File: src/rtl/rxmb_pkg.sv
package rxmb_pkg;
  localparam logic [3:0] CODE_INACTIVE = 4'b0000;
  localparam logic [3:0] CODE_EMPTY    = 4'b0100;
  localparam logic [3:0] CODE_FULL     = 4'b0010;
  localparam logic [3:0] CODE_OVERRUN  = 4'b0110;

  typedef enum logic [1:0] {
    W_CTRL  = 2'd0,
    W_IDENT = 2'd1,
    W_DATA  = 2'd2,
    W_STAMP = 2'd3
  } word_e;

  function automatic logic holds_frame(input logic [3:0] c);
    return (c == CODE_FULL) || (c == CODE_OVERRUN);
  endfunction
endpackage

File: src/rtl/rxmb_pend.sv
module rxmb_pend #(
  parameter int MB_W   = 2,
  parameter int ID_W   = 29,
  parameter int DLC_W  = 4,
  parameter int DATA_W = 32,
  parameter int TS_W   = 16
) (
  input  logic              clk,
  input  logic              rst_n,
  input  logic              in_v,
  input  logic [MB_W-1:0]   in_mb,
  input  logic [ID_W-1:0]   in_id,
  input  logic [DLC_W-1:0]  in_dlc,
  input  logic [DATA_W-1:0] in_data,
  input  logic [TS_W-1:0]   in_ts,
  input  logic              take,
  output logic              pend_v,
  output logic [MB_W-1:0]   pend_mb,
  output logic [ID_W-1:0]   pend_id,
  output logic [DLC_W-1:0]  pend_dlc,
  output logic [DATA_W-1:0] pend_data,
  output logic [TS_W-1:0]   pend_ts
);
  // A newer frame always replaces the held one; no loss is reported.
  always_ff @(posedge clk) begin
    if (!rst_n) begin
      pend_v    <= 1'b0;
      pend_mb   <= '0;
      pend_id   <= '0;
      pend_dlc  <= '0;
      pend_data <= '0;
      pend_ts   <= '0;
    end else if (in_v) begin
      pend_v    <= 1'b1;
      pend_mb   <= in_mb;
      pend_id   <= in_id;
      pend_dlc  <= in_dlc;
      pend_data <= in_data;
      pend_ts   <= in_ts;
    end else if (take) begin
      pend_v    <= 1'b0;
    end
  end
endmodule

File: src/rtl/rxmb_lock.sv
module rxmb_lock #(
  parameter int MB_W = 2
) (
  input  logic            clk,
  input  logic            rst_n,
  input  logic            ctrl_rd,
  input  logic [MB_W-1:0] rd_mb,
  input  logic            rd_lockable,
  input  logic            tmr_rd,
  input  logic            inact_wr,
  input  logic [MB_W-1:0] wr_mb,
  output logic            lock_v,
  output logic [MB_W-1:0] lock_mb,
  output logic            nxt_v,
  output logic [MB_W-1:0] nxt_mb
);
  always_comb begin
    nxt_v  = lock_v;
    nxt_mb = lock_mb;
    if (tmr_rd) nxt_v = 1'b0;
    // Reading another mailbox moves the lock (or drops it if not lockable).
    if (ctrl_rd && !(lock_v && rd_mb == lock_mb)) begin
      nxt_v  = rd_lockable;
      nxt_mb = rd_mb;
    end
    // Inactivation outranks the lock.
    if (inact_wr && nxt_v && wr_mb == nxt_mb) nxt_v = 1'b0;
  end

  always_ff @(posedge clk) begin
    if (!rst_n) begin
      lock_v  <= 1'b0;
      lock_mb <= '0;
    end else begin
      lock_v  <= nxt_v;
      lock_mb <= nxt_mb;
    end
  end
endmodule

File: src/rtl/rxmb_store.sv
module rxmb_store
  import rxmb_pkg::*;
#(
  parameter int NUM_MB = 4,
  parameter int MB_W   = 2,
  parameter int ID_W   = 29,
  parameter int DLC_W  = 4,
  parameter int DATA_W = 32,
  parameter int TS_W   = 16
) (
  input  logic              clk,
  input  logic              rst_n,
  input  logic              lpm_i,
  input  logic              pend_v,
  input  logic [MB_W-1:0]   pend_mb,
  input  logic [ID_W-1:0]   pend_id,
  input  logic [DLC_W-1:0]  pend_dlc,
  input  logic [DATA_W-1:0] pend_data,
  input  logic [TS_W-1:0]   pend_ts,
  input  logic              nxt_lock_v,
  input  logic [MB_W-1:0]   nxt_lock_mb,
  input  logic              wr_code_v,
  input  logic [MB_W-1:0]   wr_mb,
  input  logic [3:0]        wr_code,
  output logic              take,
  output logic              mv_v,
  output logic [MB_W-1:0]   mv_mb,
  output logic              done,
  output logic [3:0]        code_q [NUM_MB],
  output logic [DLC_W-1:0]  dlc_q  [NUM_MB],
  output logic [ID_W-1:0]   id_q   [NUM_MB],
  output logic [DATA_W-1:0] data_q [NUM_MB],
  output logic [TS_W-1:0]   ts_q   [NUM_MB]
);
  logic              tgt_ok, blocked, go;
  logic [ID_W-1:0]   mv_id;
  logic [DLC_W-1:0]  mv_dlc;
  logic [DATA_W-1:0] mv_data;
  logic [TS_W-1:0]   mv_ts;

  always_comb begin
    tgt_ok  = int'(pend_mb) < NUM_MB;
    blocked = lpm_i || mv_v
           || (nxt_lock_v && nxt_lock_mb == pend_mb)
           || (wr_code_v && wr_mb == pend_mb);
    take    = pend_v && !blocked;
    go      = take && tgt_ok && (code_q[pend_mb] != CODE_INACTIVE);
  end

  // Second cycle of a move: a CPU code write or an inactive target cancels it.
  assign done = mv_v && !(wr_code_v && wr_mb == mv_mb)
             && (code_q[mv_mb] != CODE_INACTIVE);

  always_ff @(posedge clk) begin
    if (!rst_n) begin
      mv_v    <= 1'b0;
      mv_mb   <= '0;
      mv_id   <= '0;
      mv_dlc  <= '0;
      mv_data <= '0;
      mv_ts   <= '0;
    end else begin
      mv_v <= go;
      if (go) begin
        mv_mb   <= pend_mb;
        mv_id   <= pend_id;
        mv_dlc  <= pend_dlc;
        mv_data <= pend_data;
        mv_ts   <= pend_ts;
      end
    end
  end

  for (genvar i = 0; i < NUM_MB; i++) begin : g_mb
    always_ff @(posedge clk) begin
      if (!rst_n) begin
        code_q[i] <= CODE_INACTIVE;
        dlc_q[i]  <= '0;
        id_q[i]   <= '0;
        data_q[i] <= '0;
        ts_q[i]   <= '0;
      end else if (wr_code_v && wr_mb == MB_W'(i)) begin
        code_q[i] <= wr_code;
      end else if (done && mv_mb == MB_W'(i)) begin
        code_q[i] <= holds_frame(code_q[i]) ? CODE_OVERRUN : CODE_FULL;
        dlc_q[i]  <= mv_dlc;
        id_q[i]   <= mv_id;
        data_q[i] <= mv_data;
        ts_q[i]   <= mv_ts;
      end
    end
  end
endmodule

File: src/rtl/rxmb_irq.sv
module rxmb_irq #(
  parameter int NUM_MB = 4,
  parameter int MB_W   = 2
) (
  input  logic              clk,
  input  logic              rst_n,
  input  logic              set_v,
  input  logic [MB_W-1:0]   set_mb,
  input  logic [NUM_MB-1:0] clr_mask,
  input  logic              ien_we,
  input  logic [NUM_MB-1:0] ien_d,
  output logic [NUM_MB-1:0] flags,
  output logic [NUM_MB-1:0] ien,
  output logic              irq
);
  logic [NUM_MB-1:0] set_vec;

  assign set_vec = set_v ? (NUM_MB'(1) << set_mb) : '0;

  // Setting wins over a simultaneous clear.
  always_ff @(posedge clk) begin
    if (!rst_n) begin
      flags <= '0;
      ien   <= '0;
    end else begin
      flags <= (flags & ~clr_mask) | set_vec;
      if (ien_we) ien <= ien_d;
    end
  end

  assign irq = |(flags & ien);
endmodule

File: src/rtl/rx_mbox_lock.sv
module rx_mbox_lock
  import rxmb_pkg::*;
#(
  parameter int NUM_MB = 4,
  parameter int ID_W   = 29,
  parameter int DLC_W  = 4,
  parameter int DATA_W = 32,
  parameter int TS_W   = 16,
  parameter int REG_W  = 32,
  localparam int MB_W   = (NUM_MB > 1) ? $clog2(NUM_MB) : 1,
  localparam int ADDR_W = $clog2(NUM_MB * 4 + 3)
) (
  input  logic              clk,
  input  logic              rst_n,
  input  logic              lpm_i,
  input  logic              frm_valid,
  output logic              frm_ready,
  input  logic [MB_W-1:0]   frm_mb,
  input  logic [ID_W-1:0]   frm_id,
  input  logic [DLC_W-1:0]  frm_dlc,
  input  logic [DATA_W-1:0] frm_data,
  input  logic [TS_W-1:0]   frm_ts,
  input  logic [TS_W-1:0]   timer_val,
  input  logic              cpu_rd,
  input  logic              cpu_wr,
  input  logic [ADDR_W-1:0] cpu_addr,
  input  logic [REG_W-1:0]  cpu_wdata,
  output logic [REG_W-1:0]  cpu_rdata,
  output logic              irq
);
  localparam logic [ADDR_W-1:0] A_TMR  = ADDR_W'(NUM_MB * 4);
  localparam logic [ADDR_W-1:0] A_FLAG = ADDR_W'(NUM_MB * 4 + 1);
  localparam logic [ADDR_W-1:0] A_IEN  = ADDR_W'(NUM_MB * 4 + 2);

  logic              mb_region, ctrl_rd, ctrl_wr, tmr_rd, inact_wr, wr_code_v;
  logic              rd_lockable, busy_acc;
  logic [MB_W-1:0]   acc_mb;
  word_e             acc_w;
  logic [3:0]        wcode;

  logic              pend_v, take;
  logic [MB_W-1:0]   pend_mb;
  logic [ID_W-1:0]   pend_id;
  logic [DLC_W-1:0]  pend_dlc;
  logic [DATA_W-1:0] pend_data;
  logic [TS_W-1:0]   pend_ts;

  logic              lock_v, nxt_v;
  logic [MB_W-1:0]   lock_mb, nxt_mb;

  logic              mv_v, done;
  logic [MB_W-1:0]   mv_mb;
  logic [3:0]        code_q [NUM_MB];
  logic [DLC_W-1:0]  dlc_q  [NUM_MB];
  logic [ID_W-1:0]   id_q   [NUM_MB];
  logic [DATA_W-1:0] data_q [NUM_MB];
  logic [TS_W-1:0]   ts_q   [NUM_MB];

  logic [NUM_MB-1:0] flags, ien, flg_clr;
  logic              unused_wdata;

  assign frm_ready = 1'b1;

  // Address decode
  assign mb_region = cpu_addr < A_TMR;
  assign acc_mb    = cpu_addr[2 +: MB_W];
  assign acc_w     = word_e'(cpu_addr[1:0]);
  assign wcode     = cpu_wdata[3:0];
  assign ctrl_rd   = cpu_rd && mb_region && acc_w == W_CTRL;
  assign ctrl_wr   = cpu_wr && mb_region && acc_w == W_CTRL;
  assign tmr_rd    = cpu_rd && cpu_addr == A_TMR;
  assign wr_code_v = ctrl_wr && (wcode == CODE_EMPTY || wcode == CODE_INACTIVE);
  assign inact_wr  = ctrl_wr && wcode == CODE_INACTIVE;
  assign busy_acc  = mv_v && mv_mb == acc_mb;
  assign rd_lockable = holds_frame(code_q[acc_mb]) && !busy_acc;
  assign flg_clr   = (cpu_wr && cpu_addr == A_FLAG) ? cpu_wdata[NUM_MB-1:0] : '0;
  assign unused_wdata = ^cpu_wdata;

  rxmb_pend #(.MB_W(MB_W), .ID_W(ID_W), .DLC_W(DLC_W), .DATA_W(DATA_W), .TS_W(TS_W)) u_pend (
    .clk, .rst_n,
    .in_v(frm_valid && frm_ready), .in_mb(frm_mb), .in_id(frm_id), .in_dlc(frm_dlc),
    .in_data(frm_data), .in_ts(frm_ts), .take,
    .pend_v, .pend_mb, .pend_id, .pend_dlc, .pend_data, .pend_ts
  );

  rxmb_lock #(.MB_W(MB_W)) u_lock (
    .clk, .rst_n, .ctrl_rd, .rd_mb(acc_mb), .rd_lockable, .tmr_rd,
    .inact_wr, .wr_mb(acc_mb), .lock_v, .lock_mb, .nxt_v, .nxt_mb
  );

  rxmb_store #(.NUM_MB(NUM_MB), .MB_W(MB_W), .ID_W(ID_W), .DLC_W(DLC_W),
               .DATA_W(DATA_W), .TS_W(TS_W)) u_store (
    .clk, .rst_n, .lpm_i, .pend_v, .pend_mb, .pend_id, .pend_dlc, .pend_data, .pend_ts,
    .nxt_lock_v(nxt_v), .nxt_lock_mb(nxt_mb),
    .wr_code_v, .wr_mb(acc_mb), .wr_code(wcode),
    .take, .mv_v, .mv_mb, .done, .code_q, .dlc_q, .id_q, .data_q, .ts_q
  );

  rxmb_irq #(.NUM_MB(NUM_MB), .MB_W(MB_W)) u_irq (
    .clk, .rst_n, .set_v(done), .set_mb(mv_mb), .clr_mask(flg_clr),
    .ien_we(cpu_wr && cpu_addr == A_IEN), .ien_d(cpu_wdata[NUM_MB-1:0]),
    .flags, .ien, .irq
  );

  always_comb begin
    cpu_rdata = '0;
    if (mb_region) begin
      unique case (acc_w)
        W_CTRL: begin
          cpu_rdata[3:0]       = code_q[acc_mb] | {3'b000, busy_acc};
          cpu_rdata[8 +: DLC_W] = dlc_q[acc_mb];
        end
        W_IDENT: cpu_rdata[ID_W-1:0]   = id_q[acc_mb];
        W_DATA:  cpu_rdata[DATA_W-1:0] = data_q[acc_mb];
        W_STAMP: cpu_rdata[TS_W-1:0]   = ts_q[acc_mb];
        default: cpu_rdata = '0;
      endcase
    end else if (cpu_addr == A_TMR) begin
      cpu_rdata[TS_W-1:0] = timer_val;
    end else if (cpu_addr == A_FLAG) begin
      cpu_rdata[NUM_MB-1:0] = flags;
    end else if (cpu_addr == A_IEN) begin
      cpu_rdata[NUM_MB-1:0] = ien;
    end
  end
endmodule

File: config.mk
export PLATFORM = sky130hd
export DESIGN_NAME = rx_mbox_lock
export DESIGN_NICKNAME = d
export VERILOG_FILES = /design/src/rtl/rxmb_pkg.sv /design/src/rtl/rxmb_pend.sv /design/src/rtl/rxmb_lock.sv /design/src/rtl/rxmb_store.sv /design/src/rtl/rxmb_irq.sv /design/src/rtl/rx_mbox_lock.sv
export SDC_FILE = /design/constraint.sdc
export NUM_CORES = 1
export LEC_CHECK = 0
export BUFFER_PORTS_ARGS = -buffer_cell sky130_fd_sc_hd__clkbuf_2
export CORE_MARGIN = 2
export CORE_UTILIZATION = 50
export DETAILED_ROUTE_END_ITERATION = 6
export HOLD_SLACK_MARGIN = 0.06
export PLACE_DENSITY = 0.68
export SETUP_SLACK_MARGIN = 0.3
export SLEW_MARGIN = 20
export SYNTH_ARGS = -nofsm -noshare
export SYNTH_HDL_FRONTEND = slang
export SYNTH_SLANG_ARGS = --single-unit
File: constraint.sdc
create_clock -name clk -period 2.52 [get_ports clk]
set_clock_uncertainty 0.1 [all_clocks]
set_input_delay 0.252 -clock clk [delete_from_list [all_inputs] [get_ports clk]]
set_output_delay 0.252 -clock clk [all_outputs]
set_load 0.01 [all_outputs]
Word level (Yosys, flattened, before mapping)
Cells that the tools add are included.
{ "totals": {"ff_bits": 519, "input_bits": 142, "elab_cells": 194} }
{ "op_classes": {"n_eq_ne": 29, "reduce_logical": 59, "n_mux": 53, "n_bitwise": 12, "order_cmp": 4, "n_shift": 1} }
{ "op_table": {"columns": ["op", "count"], "rows": [
  ["4-bit two-way mux", 21],
  ["32-bit binary-select mux with 2-bit select", 1],
  ["16-bit two-way mux", 4],
  ["32-bit two-way mux", 2],
  ["29-bit binary-select mux with 2-bit select", 1],
  ["29-bit two-way mux", 2],
  ["16-bit binary-select mux with 2-bit select", 1],
  ["4-bit binary-select mux with 2-bit select", 4],
  ["4-bit one-hot mux with 4 select lines", 2],
  ["1-bit logical AND", 30],
  ["13-bit one-hot mux with 2 select lines", 1],
  ["4-bit by 3-bit equality test with 1-bit output (second input constant)", 6],
  ["4-bit one-hot mux with 3 select lines", 2],
  ["4-bit by 2-bit equality test with 1-bit output (second input constant)", 5],
  ["5-bit equality test (second input constant)", 3],
  ["3-bit two-way mux", 5],
  ["2-bit equality test", 6],
  ["2-bit equality test (second input constant)", 6],
  ["12-bit two-way mux", 1],
  ["2-bit nonzero test", 5],
  ["3-bit >= comparator (second input constant)", 3],
  ["1-bit logical OR", 9],
  ["2-bit inverter with 3-bit output", 3],
  ["4-bit AND", 2],
  ["15 further kinds", 33]
]} }

Longest topological paths before layout
{ "depth": {"depth_word": 18, "ltp_mapped": 11, "depth_no_buf": 8} }

Modules after synthesis
Synthesis repeated with hierarchy kept, for this count alone.
{ "unflattened": {"hier_cells": 2497, "area_unflattened_um2": 22902.0} }
{ "by_module_without_submodules": {"columns": ["module", "cells_per_inst", "seq_area_each_um2", "n_inst", "area_per_inst_um2"], "rows": [
  ["rxmb_store", 1883, 8488.1, 1, 16067.9],
  ["rxmb_pend", 271, 1681.6, 1, 3243.1],
  ["rx_mbox_lock", 287, 0.0, 1, 3060.4],
  ["rxmb_irq", 33, 160.2, 1, 332.8],
  ["rxmb_lock", 23, 60.1, 1, 197.7]
]} }

Least setup slack after synthesis
Ideal clock, no wire load.
{ "synth_path": {"kind": "input -> output", "from": "input port cpu_addr[2]", "to": "output port cpu_rdata[12]", "required_time_ns": 2.168, "cell_stages": 7, "slack_ns": 0.040, "arrival_time_ns": 2.128, "path_cell_list": "buf_6 > buf_2 > buf_2 > buf_2 > mux4_2 > a222oi_1 > o21ai_0"} }
{ "synth_via": {"elab_chain_len": 6} }
{ "synth_rtl": {"columns": ["element", "line_no", "source"], "rows": [
  ["start: declaration", "rx_mbox_lock.sv:26", "input logic [ADDR_W-1:0] cpu_addr,"],
  ["2-bit inverter with 3-bit output (not written as such)", "rx_mbox_lock.sv:113, rx_mbox_lock.sv:114, rx_mbox_lock.sv:115", null],
  ["16-bit binary-select mux with 2-bit select, or another cell as far along", "rx_mbox_lock.sv:115", "W_STAMP: cpu_rdata[TS_W-1:0] = ts_q[acc_mb];"],
  ["16-bit two-way mux (not written as such), or another cell as far along (2 in a row)", "rx_mbox_lock.sv:115", null],
  ["4-bit one-hot mux with 3 select lines", "rx_mbox_lock.sv:108", "unique case (acc_w)"],
  ["16-bit two-way mux *", "rx_mbox_lock.sv:107", "if (mb_region) begin"],
  ["end: declaration", "rx_mbox_lock.sv:28", "output logic [REG_W-1:0] cpu_rdata,"]
]} }
Mark *: on every way between the ends. The rest lies on a longest branch, timed or not. The select of a mux whose other input is x is not followed.

Final worst setup path
{ "layout_path": {"from": "register u_store.ts_q[5] (netlist bit)", "to": "output port cpu_rdata[5]"} }
{ "layout_via": {"elab_chain_len": 5} }
{ "layout_rtl": {"columns": ["element", "line_no", "source"], "rows": [
  ["start: declaration", "rxmb_store.sv:33", "output logic [TS_W-1:0] ts_q [NUM_MB]"],
  ["start signal: indexed assignment", "rxmb_store.sv:89", "ts_q[i] <= mv_ts;"],
  ["16-bit binary-select mux with 2-bit select", "rx_mbox_lock.sv:115", null],
  ["16-bit two-way mux (not written as such) (2 in a row)", "rx_mbox_lock.sv:115", null],
  ["4-bit one-hot mux with 3 select lines", "rx_mbox_lock.sv:108", null],
  ["16-bit two-way mux", "rx_mbox_lock.sv:107", null]
]} }
Every way passes these cells. The select of a mux whose other input is x is not followed.

==> results.sh <==
export IMPL_status="finished, violations left"
export IMPL_violations="design-rule violations, negative setup slack"
export IMPL_global_route_usage_met3_pct=4.379
export IMPL_rsz0062_at_grt="true"
export IMPL_fin_ws_ns=-0.3247
export IMPL_holdWs_ns=0.1186
export IMPL_grt_ovfl_total=0
export IMPL_finalSetupViolCount=13
export IMPL_wirelength_um=64880
export IMPL_dp_slack_ns=-0.2517
export IMPL_met1_usage_pct=36.04
export IMPL_synth_compound_area_share_pct=13.95
export IMPL_cp_startpoint="u_store.ts_q[5]$_SDFFE_PN0P_"
export IMPL_required_ns=2.17
export IMPL_cts_tree="built"
export IMPL_cp_slowest_cell="a222oi_1"
export IMPL_synth_edf_count=0
export IMPL_synth_xor_area_share_pct=0.3102
export IMPL_seq_area_frac_synth_pct=46.00
export IMPL_syn_area_per_cell_um2=9.145
export IMPL_drcViolationCount=2
export IMPL_period_needed_ns=2.845
export IMPL_h_tree_depth=2
export IMPL_reg2reg_depth=9
export IMPL_drive_gt1_share_pct=21.25
export IMPL_antenna_found_initial=0
export IMPL_postPlaceCellArea_um2=24780
export IMPL_nets=2886
export IMPL_root_buffer="clkbuf_16"
export IMPL_synth_top_family_by_area="simple AND/OR/NAND/NOR gates"
export IMPL_ios=176
export IMPL_rows=77
export IMPL_wl_per_cell_um=19.26
export IMPL_r2r_end="u_store.mv_data[1]$_SDFFE_PN0P_"
export IMPL_synth_warning_count=0
export IMPL_track_usage_pct=27.01
export IMPL_cp_end_kind="primary output"
export IMPL_mostFrequentLayoutCells="860 x nand2_1, 483 x dfxtp_1, 172 x a21boi_1"
export IMPL_synthAdderAreaFrac_pct=0.2769
export IMPL_multi_input_area_um2=11550
export IMPL_portBuffers=146
export IMPL_final_area_um2=28450
export IMPL_drtIter0Drc=1869
export IMPL_crit_chain="mux4_2, a222oi_1, buf_4, o21ai_2, clkbuf_2"
export IMPL_p_per_area_nw_per_um2=603.7
export IMPL_period_share_pct=112.9
export IMPL_worstSkewPairLatency_ns=0.60
export IMPL_coreArea_um2=44410
export IMPL_async_flop_share_pct=0
export IMPL_fin_cells=3369
export IMPL_crit_end="cpu_rdata[5]"
export IMPL_fp_dieH_um=216.6
export IMPL_maxCapViolations=0
export IMPL_ys_types=51
export IMPL_p_leak_nw=10.32
export IMPL_syn_num_nets=2617
export IMPL_muxShareOfSynthArea_pct=16.11
export IMPL_dieArea_um2=46890
export IMPL_ir_drop_mv=0.5785
export IMPL_clk_pin_slew_ns=0.06
export IMPL_setup_tns_final_ns=-1.223
export IMPL_hold_viol=0
export IMPL_slew_limit_headroom_pct=40.56
export IMPL_dieWidth_um=216.6
export IMPL_tightest_slew_ns=0.8917
export IMPL_synthSimpleGateAreaFrac_pct=19.08
export IMPL_vias=18654
export IMPL_dp_cells=3141
export IMPL_cts_sinks=519
export IMPL_diodes=0
export IMPL_first_global_vias=18426
export IMPL_grt_start_max_net_pins=101
export IMPL_numCtsBuffers=55
export IMPL_synth_seq_cells=519
export IMPL_syn_area_um2=22590
export IMPL_rrSetupSlack_ns=0.14
export IMPL_final_util_pct=64.06
export IMPL_place_congestion=0.8956
export IMPL_seq_area_um2=10440
export IMPL_critPathMaxStageDelay_ns=0.65
export IMPL_hpwl_um=39910
export IMPL_hold_path_class="in2reg"
export IMPL_grtUsageMet2_pct=45.05
export IMPL_final_common_cell="nand2_1"
export IMPL_via_per_inst=5.537
export IMPL_synthCells=2470
export IMPL_maxSlewViolCount=0
export IMPL_critPathLaunchType="register"
export IMPL_fmax_mhz=351.5
export IMPL_ant_nets=0
export IMPL_worstSetupPathType="reg2out"
export IMPL_grt_pass1_wl_um=100800
export IMPL_fillers=3595
export IMPL_rr_startpoint="u_store.code_q[3]$_SDFFE_PN0P_"
export IMPL_arrival_ns=2.49
export IMPL_syn_to_final_growth_pct=25.96
export IMPL_clk_path_buf_depth=3
export IMPL_cp_max_fo=2
export IMPL_grt_busiest_layer="met2"
export IMPL_start_util_pct=50.86
export IMPL_first_pass_iters=7
export IMPL_power_mw=17.18
export IMPL_synth_main_ff_cell="dfxtp_1"
[sequential cells by signal, indices dropped and copies added, names as in the netlist, 2 cells and up]
name              flops
u_store.data_q      128
u_store.id_q        116
u_store.ts_q         64
u_pend.pend_data     32
u_store.mv_data      32
u_pend.pend_id       29
u_store.mv_id        29
u_pend.pend_ts       16
u_store.code_q       16
u_store.dlc_q        16
u_store.mv_ts        16
u_irq.flags           4
u_irq.ien             4
u_pend.pend_dlc       4
u_store.mv_dlc        4
u_lock.lock_mb        2
u_pend.pend_mb        2
u_store.mv_mb         2
[cell type report]
class,instances,area share [%]
Clock buffer,86,5.844
Clock inverter,9,0.2023
Inverter,9,0.1187
Multi-Input combinational cell,1739,40.59
Sequential cell,519,36.70
Tap cell,592,2.603
Timing Repair Buffer,415,13.94
[worst min path at each step]
stage          slack [ns]                        endpoint  depth (start not counted)                            from
2_1_floorplan        0.32       u_irq.ien[0]$_SDFFE_PN0P_                          2                    cpu_wdata[0]
3_3_place_gp         0.34  u_store.id_q[114]$_SDFFE_PN0P_                          2  u_store.id_q[114]$_SDFFE_PN0P_
3_5_place_dp         0.34   u_store.id_q[53]$_SDFFE_PN0P_                          2   u_store.id_q[53]$_SDFFE_PN0P_
4_1_cts              0.07    u_lock.lock_mb[0]$_SDFF_PN0_                          4                          cpu_rd
5_1_grt              0.11    u_lock.lock_mb[0]$_SDFF_PN0_                          4                          cpu_rd
6_report             0.12    u_lock.lock_mb[0]$_SDFF_PN0_                          4                          cpu_rd
[repair_timing]
action,in CTS,in global routing
setup endpoints to repair,116,170
setup buffers,22,8
pin swaps,27,12
hold endpoints to repair,137,0
resized for setup,95,53
hold buffers,91,0
gates cloned,7,5
[kinds of logic after synthesis]
group	count (synthesis)
buf+inv	212
simple gates	1039
xor+xnor	8
mux	256
flops	519
other cells	1
compound gates	430
fa+ha+maj	5
[critical path: cells and delay by family (launching register included)]
| family | cells | cell delay [ns] |
|---|---|---|
| buffers and inverters | 2 | 0.35 |
| flip-flops | 1 | 0.31 |
| AO/OA/AOI/OAI | 2 | 0.70 |
| multiplexers | 1 | 0.53 |
[per-layer routing]
layer | share of wire, % | wire length [um] | vias to the layer above
met5 | 0 | 0 | -
met2 | 47 | 30350 | 680
met3 | 7.4 | 4800 | 133
met1 | 43 | 27680 | 8985
li1 | - | - | 8856
met4 | 3.2 | 2047 | 0
[cell usage after synthesis (all sizes together), types with 2 or more instances]
cell,count,area share (%)
ha,5,0.28
nand3,6,0.13
xor2,3,0.12
a31oi,3,0.083
or4,3,0.10
mux2i,170,7.5
nand4,5,0.14
nor2,32,0.53
o21ai,14,0.31
a222oi,7,0.31
inv,9,0.15
and2,4,0.11
o211ai,3,0.10
a21oi,29,0.64
and3b,2,0.078
mux4,86,8.6
dfxtp,519,46
a22oi,23,0.76
xnor2,5,0.19
nor2b,96,2.7
and4,9,0.35
o211a,4,0.18
clkbuf,121,2.0
nor4,4,0.11
and3,3,0.083
a32oi,2,0.078
o22ai,6,0.17
nand3b,2,0.066
a21boi,330,11
nand2,863,14
nand2b,5,0.14
buf,82,2.1
[power breakdown]
part | switching (mW) | total [mW] | internal [mW]
logic | 0.505 | 1.07 | 0.560
clock network | 3.28 | 7.77 | 4.49
registers | 0.0540 | 8.34 | 8.28
(Power assumes the default switching activity.)
